$ cat config.mk
export PLATFORM = sky130hd
export DESIGN_NAME = sxmov_unit
export DESIGN_NICKNAME = d
export VERILOG_FILES = /design/src/rtl/sxm_pkg.sv /design/src/rtl/sxm_decode.sv /design/src/rtl/sxm_extend.sv /design/src/rtl/sxm_stage.sv /design/src/rtl/sxmov_unit.sv
export SDC_FILE = /design/constraint.sdc
export NUM_CORES = 1
export LEC_CHECK = 0
export BUFFER_PORTS_ARGS = -buffer_cell sky130_fd_sc_hd__buf_2
export CAP_MARGIN = 40
export CORE_ASPECT_RATIO = 1.75
export CORE_MARGIN = 2
export CORE_UTILIZATION = 47
export CTS_BUF_LIST = sky130_fd_sc_hd__clkbuf_16
export DETAILED_ROUTE_END_ITERATION = 16
export HOLD_SLACK_MARGIN = 0.02
export PLACE_DENSITY = 0.86
export SYNTH_ARGS = -nofsm -noshare
export SYNTH_HDL_FRONTEND = slang
export SYNTH_SLANG_ARGS = --single-unit
$ cat constraint.sdc
create_clock -name clk -period 3.85 [get_ports clk]
set_input_delay 0.385 -clock clk [delete_from_list [all_inputs] [get_ports clk]]
set_output_delay 0.385 -clock clk [all_outputs]
set_load 0.05 [all_outputs]
$ cat src/rtl/sxm_pkg.sv
package sxm_pkg;
  parameter int XLEN  = 64;
  parameter int IDX_W = 4;

  localparam logic [7:0] OPC_SX_BYTE = 8'hBE;
  localparam logic [7:0] OPC_SX_HALF = 8'hBF;
  localparam logic [7:0] OPC_SX_WORD = 8'h63;

  typedef enum logic [1:0] {
    SZ_8  = 2'd0,
    SZ_16 = 2'd1,
    SZ_32 = 2'd2,
    SZ_64 = 2'd3
  } sz_e;

  typedef struct packed {
    logic             we;
    logic             ud;
    logic [IDX_W-1:0] idx;
    logic [XLEN-1:0]  data;
  } wb_t;
endpackage

$ cat src/rtl/sxm_decode.sv
module sxm_decode
  import sxm_pkg::*;
(
  input  logic             esc,
  input  logic [7:0]       opcode,
  input  logic [7:0]       modrm,
  input  logic             rex,
  input  logic             rex_w,
  input  logic             rex_r,
  input  logic             rex_b,
  input  logic             opsz,
  input  logic             lock,
  input  logic             long_mode,
  input  logic             def32,
  output sz_e              src_sz,
  output sz_e              dst_sz,
  output logic             hi_byte,
  output logic             fault,
  output logic [IDX_W-1:0] src_idx,
  output logic [IDX_W-1:0] dst_idx
);
  localparam int FIELD_W = 3;

  logic                known;
  logic                byte_src;
  logic                reg_src;
  logic [FIELD_W-1:0]  rm_f;
  logic [FIELD_W-1:0]  reg_f;

  assign rm_f    = modrm[FIELD_W-1:0];
  assign reg_f   = modrm[2*FIELD_W-1:FIELD_W];
  assign reg_src = (modrm[7:6] == 2'b11);

  // opcode classes and source width
  always_comb begin
    known    = 1'b0;
    src_sz   = SZ_8;
    byte_src = 1'b0;
    if (esc && opcode == OPC_SX_BYTE) begin
      known    = 1'b1;
      src_sz   = SZ_8;
      byte_src = 1'b1;
    end else if (esc && opcode == OPC_SX_HALF) begin
      known  = 1'b1;
      src_sz = SZ_16;
    end else if (!esc && opcode == OPC_SX_WORD && long_mode) begin
      known  = 1'b1;
      src_sz = SZ_32;
    end
  end

  // effective operand size
  always_comb begin
    if (long_mode) begin
      if (rex_w)     dst_sz = SZ_64;
      else if (opsz) dst_sz = SZ_16;
      else           dst_sz = SZ_32;
    end else begin
      dst_sz = (def32 ^ opsz) ? SZ_32 : SZ_16;
    end
  end

  assign fault = !known || lock || (rex && !long_mode);

  // legacy high-byte registers only without any REX prefix
  assign hi_byte = byte_src && reg_src && !rex && rm_f[FIELD_W-1];

  assign src_idx = hi_byte ? {{(IDX_W-FIELD_W+1){1'b0}}, rm_f[FIELD_W-2:0]}
                           : {rex_b & long_mode, rm_f};
  assign dst_idx = {rex_r & long_mode, reg_f};
endmodule

$ cat src/rtl/sxm_extend.sv
module sxm_extend
  import sxm_pkg::*;
(
  input  sz_e             src_sz,
  input  sz_e             dst_sz,
  input  logic            hi_byte,
  input  logic [XLEN-1:0] src_data,
  input  logic [XLEN-1:0] dst_old,
  output logic [XLEN-1:0] wr_data
);
  localparam int BYTE_W = 8;
  localparam int HALF_W = 16;
  localparam int WORD_W = 32;

  logic [XLEN-1:0] raw;
  logic [XLEN-1:0] ext;
  logic [XLEN-1:0] sized;
  logic [XLEN-1:0] keep_mask;

  assign raw = hi_byte ? (src_data >> BYTE_W) : src_data;

  always_comb begin
    case (src_sz)
      SZ_8:    ext = {{(XLEN-BYTE_W){raw[BYTE_W-1]}}, raw[BYTE_W-1:0]};
      SZ_16:   ext = {{(XLEN-HALF_W){raw[HALF_W-1]}}, raw[HALF_W-1:0]};
      SZ_32:   ext = {{(XLEN-WORD_W){raw[WORD_W-1]}}, raw[WORD_W-1:0]};
      default: ext = raw;
    endcase
  end

  // destination-width shaping: 16 keeps upper bits, 32 clears them
  always_comb begin
    case (dst_sz)
      SZ_16: begin
        sized     = {{(XLEN-HALF_W){1'b0}}, ext[HALF_W-1:0]};
        keep_mask = {{(XLEN-HALF_W){1'b1}}, {HALF_W{1'b0}}};
      end
      SZ_32: begin
        sized     = {{(XLEN-WORD_W){1'b0}}, ext[WORD_W-1:0]};
        keep_mask = '0;
      end
      default: begin
        sized     = ext;
        keep_mask = '0;
      end
    endcase
  end

  assign wr_data = (dst_old & keep_mask) | sized;
endmodule

$ cat src/rtl/sxm_stage.sv
module sxm_stage #(
  parameter int PAY_W = 8
) (
  input  logic             clk,
  input  logic             rst_n,
  input  logic             up_valid,
  output logic             up_ready,
  input  logic [PAY_W-1:0] up_data,
  output logic             dn_valid,
  input  logic             dn_ready,
  output logic [PAY_W-1:0] dn_data
);
  logic             full;
  logic [PAY_W-1:0] store;

  assign up_ready = !full || dn_ready;

  always_ff @(posedge clk) begin
    if (!rst_n) begin
      full <= 1'b0;
    end else if (up_ready) begin
      full <= up_valid;
    end
  end

  always_ff @(posedge clk) begin
    if (up_valid && up_ready) begin
      store <= up_data;
    end
  end

  assign dn_valid = full;
  assign dn_data  = store;
endmodule

$ cat src/rtl/sxmov_unit.sv
module sxmov_unit
  import sxm_pkg::*;
(
  input  logic             clk,
  input  logic             rst_n,
  input  logic             in_valid,
  output logic             in_ready,
  input  logic             in_esc,
  input  logic [7:0]       in_opcode,
  input  logic [7:0]       in_modrm,
  input  logic             in_rex,
  input  logic             in_rex_w,
  input  logic             in_rex_r,
  input  logic             in_rex_b,
  input  logic             in_opsz,
  input  logic             in_lock,
  input  logic             in_long_mode,
  input  logic             in_def32,
  input  logic [XLEN-1:0]  in_src_data,
  input  logic [XLEN-1:0]  in_dst_old,
  output logic [IDX_W-1:0] src_rd_idx,
  output logic             out_valid,
  input  logic             out_ready,
  output logic             out_wr_en,
  output logic [IDX_W-1:0] out_wr_idx,
  output logic [XLEN-1:0]  out_wr_data,
  output logic             out_ud
);
  localparam int PAY_W = $bits(wb_t);

  sz_e              src_sz;
  sz_e              dst_sz;
  logic             hi_byte;
  logic             fault;
  logic [IDX_W-1:0] dst_idx;
  logic [XLEN-1:0]  merged;
  wb_t              wb_in;
  wb_t              wb_out;
  logic [PAY_W-1:0] wb_bits;

  sxm_decode u_decode (
    .esc       (in_esc),
    .opcode    (in_opcode),
    .modrm     (in_modrm),
    .rex       (in_rex),
    .rex_w     (in_rex_w),
    .rex_r     (in_rex_r),
    .rex_b     (in_rex_b),
    .opsz      (in_opsz),
    .lock      (in_lock),
    .long_mode (in_long_mode),
    .def32     (in_def32),
    .src_sz    (src_sz),
    .dst_sz    (dst_sz),
    .hi_byte   (hi_byte),
    .fault     (fault),
    .src_idx   (src_rd_idx),
    .dst_idx   (dst_idx)
  );

  sxm_extend u_extend (
    .src_sz   (src_sz),
    .dst_sz   (dst_sz),
    .hi_byte  (hi_byte),
    .src_data (in_src_data),
    .dst_old  (in_dst_old),
    .wr_data  (merged)
  );

  always_comb begin
    wb_in.we   = !fault;
    wb_in.ud   = fault;
    wb_in.idx  = fault ? '0 : dst_idx;
    wb_in.data = fault ? '0 : merged;
  end

  sxm_stage #(.PAY_W(PAY_W)) u_stage (
    .clk      (clk),
    .rst_n    (rst_n),
    .up_valid (in_valid),
    .up_ready (in_ready),
    .up_data  (wb_in),
    .dn_valid (out_valid),
    .dn_ready (out_ready),
    .dn_data  (wb_bits)
  );

  assign wb_out      = wb_t'(wb_bits);
  assign out_wr_en   = out_valid && wb_out.we;
  assign out_ud      = out_valid && wb_out.ud;
  assign out_wr_idx  = wb_out.idx;
  assign out_wr_data = wb_out.data;
endmodule

==> summary.txt, run 1 <==
Status - complete, no violations
Gate Count Post-Synth - 329
GRT overflow - 0
Total iterations of the first detailed-routing run - 4
Total track usage - 0.177
PostCTS Resize Cnt - 0
Final Hold Fails - 0
Final Util - 0.575
Detailed Route WL - 8030 µm
Post-Synth Simple-Gate Area - 0.0745
Synth warnings - 0
Vias in the first global route - 2551
Post-synthesis register bit count - 71
Startpoint types - input pin
H-tree depth - 3
Root buf cell - clkbuf_16
Post-CTS Setup Bufs - 0
CTS tree - done
Fmax - 430 MHz
Mux contribution to synthesized area - 0.0232
Fin crit share - 0.605
Area growth syn-to-layout - 18.1%
Avg WL per Cell - 15.1 µm
Die width - 72.7 µm
Unique masters post-synth - 39
Core Box Area - 7960 µm²
I/O Buffers - 180
Crit. End Element - flip-flop
First-iteration detailed-routing DRC count - 150
Detail Placement HPWL - 6150 µm
First-pass GRT wire length - 12000 µm
Leakage Power - 2.26 nW
Fraction of layout cells with a size suffix above 1 - 0.468
CP Data Arrival Time - 2.52 ns
Clk_lat worst skew - 0.32 ns
Crit path max-delay family - buffers and inverters
Mapped Area - 3880 µm²
Synth Area per Inst - 11.8 µm²
Place WS - 1.16 ns
Area of the die - 9030 µm²
Synth Area in Compound Gates - 0.177
Worst slew pin tran - 0.875 ns
RSZ-0062 raised after global routing - no
Vias per cell - 5.05
Via count - 2689
Worst path max stage delay - 0.52 ns
Largest net degree at the start of global routing - 71
Crit path top cell by count - buf_4
Register area share after synthesis - 0.547
Worst-path fanout max - 32
Most frequent cells in the layout - buf_2 (180), edfxtp_1 (70), a21o_1 (32)
CTS Sinks - 71
Fin nets - 597
GPL Wtd Cong - 0.860
# hold bufs at CTS - 0
XOR/XNOR Fraction of Synth Area - 0.00226
Fin. max-slew vios - 0
Num CTS Buffers - 9
Power Density - 432 nW/µm²
Syn nets - 488
Clk pin slew, worst setup/hold paths - 0.06 ns
Num ports - 233
Synth Area in Adders - 0.00645
Die height - 124 µm
Placed Area - 4300 µm²
Drc violations - 0
Initial antenna violation count - 0
Rows - 43
Crit path buffers/inverters - 5
Setup TNS Final - 0 ns
Final worst slack - 1.52 ns
Max clock buf depth - 2
Tmin final - 2.33 ns
Endpoints failing setup - 0
Starting Density - 0.487
Worst Skew - 0.00719 ns
Largest family of logic cells by synthesized area - compound AO/OA/AOI/OAI gates
Critical Path, Cell by Cell - buf_2 > or4_4 > nor3_4 > buf_4 > o21ai_2 > buf_4 > inv_2 > and2_1 > buf_4 > a21o_1
Slowest CP cell - or4_4
Hold crit path type - in -> reg
Max Cap Violations - 0
Post-route ant nets - 0
Worst path required time - 4.04 ns
VDD IR max - 0.202 mV
ANT cells - 0
Commonest non-fill, non-tap cell in the layout - buf_2
Design area - 4580 µm²
Relative slew slack - 0.416
Path type of the worst setup path - in -> reg
==> flip-flops by register name, summed over array words and instances, names as in the netlist <==
signal            count
u_stage.dn_valid      1
u_stage.dn_data      70
==> cell type report <==
type,instances,area [µm²]
multi-input cells,164,1100
clock inverters,6,53.8
repair buffers,185,938
flip-flops and latches,71,2120
inverters,7,26.3
fillers,689,3380
clock buffers,9,225
well taps,90,113
==> layer usage <==
metal	part of all wire	routed length [µm]	vias to the layer above	track usage
met4	0.020	158	0	0.0775
met5	0	0	-	0
met2	0.51	4110	127	0.304
met3	0.076	607	17	0.0405
met1	0.39	3160	1221	0.209
li1	-	-	1324	-
==> where the power goes <==
part | internal [mW] | total, mW | switching (mW)
Sequential | 0.887 | 0.896 | 0.00933
Clock | 0.489 | 0.769 | 0.281
Combinational | 0.0847 | 0.312 | 0.228
Total | 1.46 | 1.98 | 0.518
==> cell families after synthesis <==
kind of cell | after synthesis
DFF | 71
buffers and inverters | 94
xor gates and xnor gates | 1
AOI/OAI and AO/OA | 100
adders and majority gates | 2
muxes | 9
and+or+nand+nor | 52
==> synth_stat cells <==
cell | n | area, µm²
buf_2 | 4 | 20.0
xor2_1 | 1 | 8.76
a21boi_0 | 1 | 7.51
nand3b_1 | 1 | 7.51
dfxtp_1 | 1 | 20.0
or2_0 | 1 | 6.26
nand4_1 | 1 | 6.26
ha_1 | 2 | 25.0
o21ai_0 | 9 | 45.0
nor3_1 | 1 | 5.00
o31ai_2 | 1 | 12.5
buf_4 | 74 | 556
nand2_1 | 20 | 75.1
edfxtp_1 | 70 | 2100
o21a_1 | 22 | 165
nand4b_1 | 2 | 17.5
o22a_1 | 1 | 8.76
o31ai_1 | 1 | 7.51
and2_1 | 8 | 50.1
a21o_1 | 32 | 240
nand2b_1 | 2 | 12.5
a2111o_1 | 1 | 11.3
inv_1 | 6 | 22.5
nor3_4 | 1 | 16.3
nor4_4 | 1 | 21.3
nor2_1 | 12 | 45.0
clkbuf_1 | 6 | 22.5
o41a_1 | 1 | 11.3
o21ai_1 | 9 | 45.0
inv_2 | 1 | 3.75
mux2i_1 | 9 | 90.1
o211a_4 | 1 | 17.5
o21ai_2 | 1 | 8.76
a21oi_1 | 18 | 90.1
a211oi_1 | 1 | 7.51
buf_6 | 3 | 33.8
nand4b_2 | 1 | 15.0
a21oi_2 | 1 | 8.76
or4_4 | 1 | 11.3
==> final timing paths <==
path                                               startpoint                           endpoint  slack [ns]  cells after the start
worst max-delay path                             in_opcode[3]  u_stage.dn_data[33]$_SDFFCE_PN0P_        1.52                     10
worst max register to register  u_stage.dn_valid$_SDFFE_PN0N_  u_stage.dn_data[17]$_SDFFCE_PN0P_        2.27                      2
worst min-delay path                                    rst_n      u_stage.dn_valid$_SDFFE_PN0N_        0.32                      2
worst min register to register  u_stage.dn_valid$_SDFFE_PN0N_      u_stage.dn_valid$_SDFFE_PN0N_        0.57                      2
==> through the flow <==
stage	total power, mW	cells	hold WS [ns]
CTS	1.99	532	0.312
finish	1.98	532	0.320
global route	2.04	532	0.316
detailed placement	1.22	517	0.573
global placement	1.22	517	0.543
floorplan	1.17	329	0.524
No activity file was read; power rests on OpenSTA's default activity.
==> inputs of run 2 (changes only) <==
- ABC_AREA: unset -> 1
- CORE_UTILIZATION: 47 -> 41
- PLACE_DENSITY: 0.86 -> 0.78
- clock period: 3.85 -> 2.05 ns (I/O delays scaled with it)
==> summary.txt, run 2 <==
Status - complete, no violations
Post-synth top cells - nand2_1 (126), buf_4 (71), edfxtp_1 (70)
Detailed Route WL - 9410 µm
Most frequent cells in the layout - buf_2 (181), nand2_1 (126), edfxtp_1 (70)
Critical Path, Cell by Cell - buf_2 > inv_1 > nand3_1 > nor2_2 > nand4_4 > inv_1 > nor2_1 > buf_2
Worst hold margin - 0.129 ns
RSZ-0062 raised after global routing - no
Worst Skew - 0.00450 ns
First-pass GRT wire length - 14600 µm
Place WS - 0.0760 ns
VDD IR max - 0.379 mV
Num CTS Buffers - 9
Fmax - 585 MHz
Number of synthesized flops with an enable pin - 70
Starting Density - 0.418
ANT cells - 0
Hold-critical path depth - 2
Num ports - 233
Initial antenna violation count - 0
CP Data Arrival Time - 1.51 ns
Max clock buf depth - 2
Fin nets - 738
Die width - 81.0 µm
H-tree depth - 3
Async set or reset register ratio after synthesis - 0
Root buf cell - clkbuf_16
Area leader, netlist - edfxtp_1
Yosys top cell area share - 0.494
Drc violations - 0
Total track usage - 0.167
Clk pin slew, worst setup/hold paths - 0.05 ns
Worst slew pin tran - 0.764 ns
Total iterations of the first detailed-routing run - 5
Final Hold Fails - 0
First-iteration detailed-routing DRC count - 136
Area of the die - 11200 µm²
Crit path max-delay family - buffers and inverters
PostCTS Resize Cnt - 0
Relative slew slack - 0.489
Largest register FFs - 70
Worst path max stage delay - 0.37 ns
Via count - 3387
Unique masters post-synth - 30
CTS Sinks - 71
Die height - 139 µm
Predominant post-synthesis flop cell - edfxtp_1
GPL Wtd Cong - 0.793
Clk_lat worst skew - 0.32 ns
Crit path buffers/inverters - 4
Instance count on the critical path - 8
Commonest non-fill, non-tap cell in the layout - buf_2
Post-route ant nets - 0
Synth Area per Inst - 9.13 µm²
Top-count cell post-synth - nand2_1
Path type of the worst setup path - in -> out
Slowest CP cell - inv_1
Largest net degree at the start of global routing - 71
Worst path required time - 1.85 ns
Mapped Area - 4250 µm²
Startpoint types - input pin
Post-CTS Setup Bufs - 0
# hold bufs at CTS - 0
Detail Placement HPWL - 7310 µm
Final worst slack - 0.340 ns
Gate Count Post-Synth - 466
Setup TNS Final - 0 ns
Fin crit share - 0.834
I/O Buffers - 181
Power Density - 752 nW/µm²
Depth of the worst register-to-register path - 2
Avg WL per Cell - 13.2 µm
Fin. max-slew vios - 0
Crit. End Element - output pin
Core Box Area - 10200 µm²
Fraction of layout cells with a size suffix above 1 - 0.440
Worst-path fanout max - 15
Tmin final - 1.71 ns
Register area share after synthesis - 0.499
Area growth syn-to-layout - 21.0%
Hold crit path type - in -> reg
Post-synthesis register bit count - 71
Synth warnings - 0
Leakage Power - 2.42 nW
Syn nets - 625
Vias in the first global route - 3221
Synth top area cells - edfxtp_1 (49%), buf_4 (13%), nand2_1 (11%), a21oi_2 (6.2%), a21oi_1 (4.0%)
CTS tree - done
Vias per cell - 4.76
Endpoints failing setup - 0
Rows - 49
Max Cap Violations - 0
GRT overflow - 0
[run 2: cell count changes in the layout (fill, tap and decap cells not counted), sizes merged, moves of 2 or more]
cell    previous run  this run
nand4b             3         0
o21a              22         0
a21o              32         0
nand3              0        28
and2               8         0
inv                8        48
buf              185       195
o21ai             19        10
nor2              12        14
nand2             20       128
nand2b             2         0
mux2i              9         0
a21oi             19        64
[run 2: per-stage QoR]
step / utilization / area [µm²] / instances / power (mW)
after CTS: 0.506 / 5150 / 711 / 3.90
after floorplan: - / 4270 / 466 / 2.31
final: 0.506 / 5150 / 711 / 3.87
after global placement: 0.478 / 4860 / 695 / 2.44
after global routing: 0.506 / 5150 / 711 / 4.03
after detailed placement: 0.478 / 4860 / 695 / 2.45
[run 2: cells by family (layout without fill, tap and decap cells)]
logic type	Yosys count	after routing	share of synthesized area
AO/OA/AOI/OAI	77	77	0.120
adder cells (fa/ha/maj)	2	2	0.00588
buffers and inverters	139	257	0.193
flip-flops	71	71	0.499
AND/OR/NAND/NOR	177	177	0.182
[run 2: power breakdown]
group	switching [mW]	internal (mW)
logic	0.529	0.209
clock network	0.529	0.921
registers	0.0188	1.66
total	1.08	2.79
[run 2: final timing paths]
| kind | endpoint | from | slack, ns |
|---|---|---|---|
| max reg2reg | u_stage.dn_data[41]$_SDFFCE_PN0P_ | u_stage.dn_valid$_SDFFE_PN0N_ | 0.84 |
| min | u_stage.dn_valid$_SDFFE_PN0N_ | rst_n | 0.13 |
| max | src_rd_idx[3] | in_opcode[6] | 0.34 |
| min reg2reg | u_stage.dn_valid$_SDFFE_PN0N_ | u_stage.dn_valid$_SDFFE_PN0N_ | 0.56 |
[run 2: final cells by class]
| type | count | area, µm² |
|---|---|---|
| clock buffers | 9 | 225 |
| flip-flops and latches | 71 | 2130 |
| well taps | 127 | 159 |
| fillers | 963 | 5030 |
| repair buffers | 195 | 1070 |
| inverters | 46 | 173 |
| clock inverters | 7 | 57.6 |
| multi-input cells | 256 | 1330 |
[run 2: per-layer routing]
layer / global-route usage / share of wire / vias up
met3: 0.0260 / 0.069 / 31
met5: 0 / 0 / -
met4: 0.0901 / 0.038 / 0
met1: 0.193 / 0.38 / 1504
li1: - / - / 1679
met2: 0.286 / 0.51 / 173
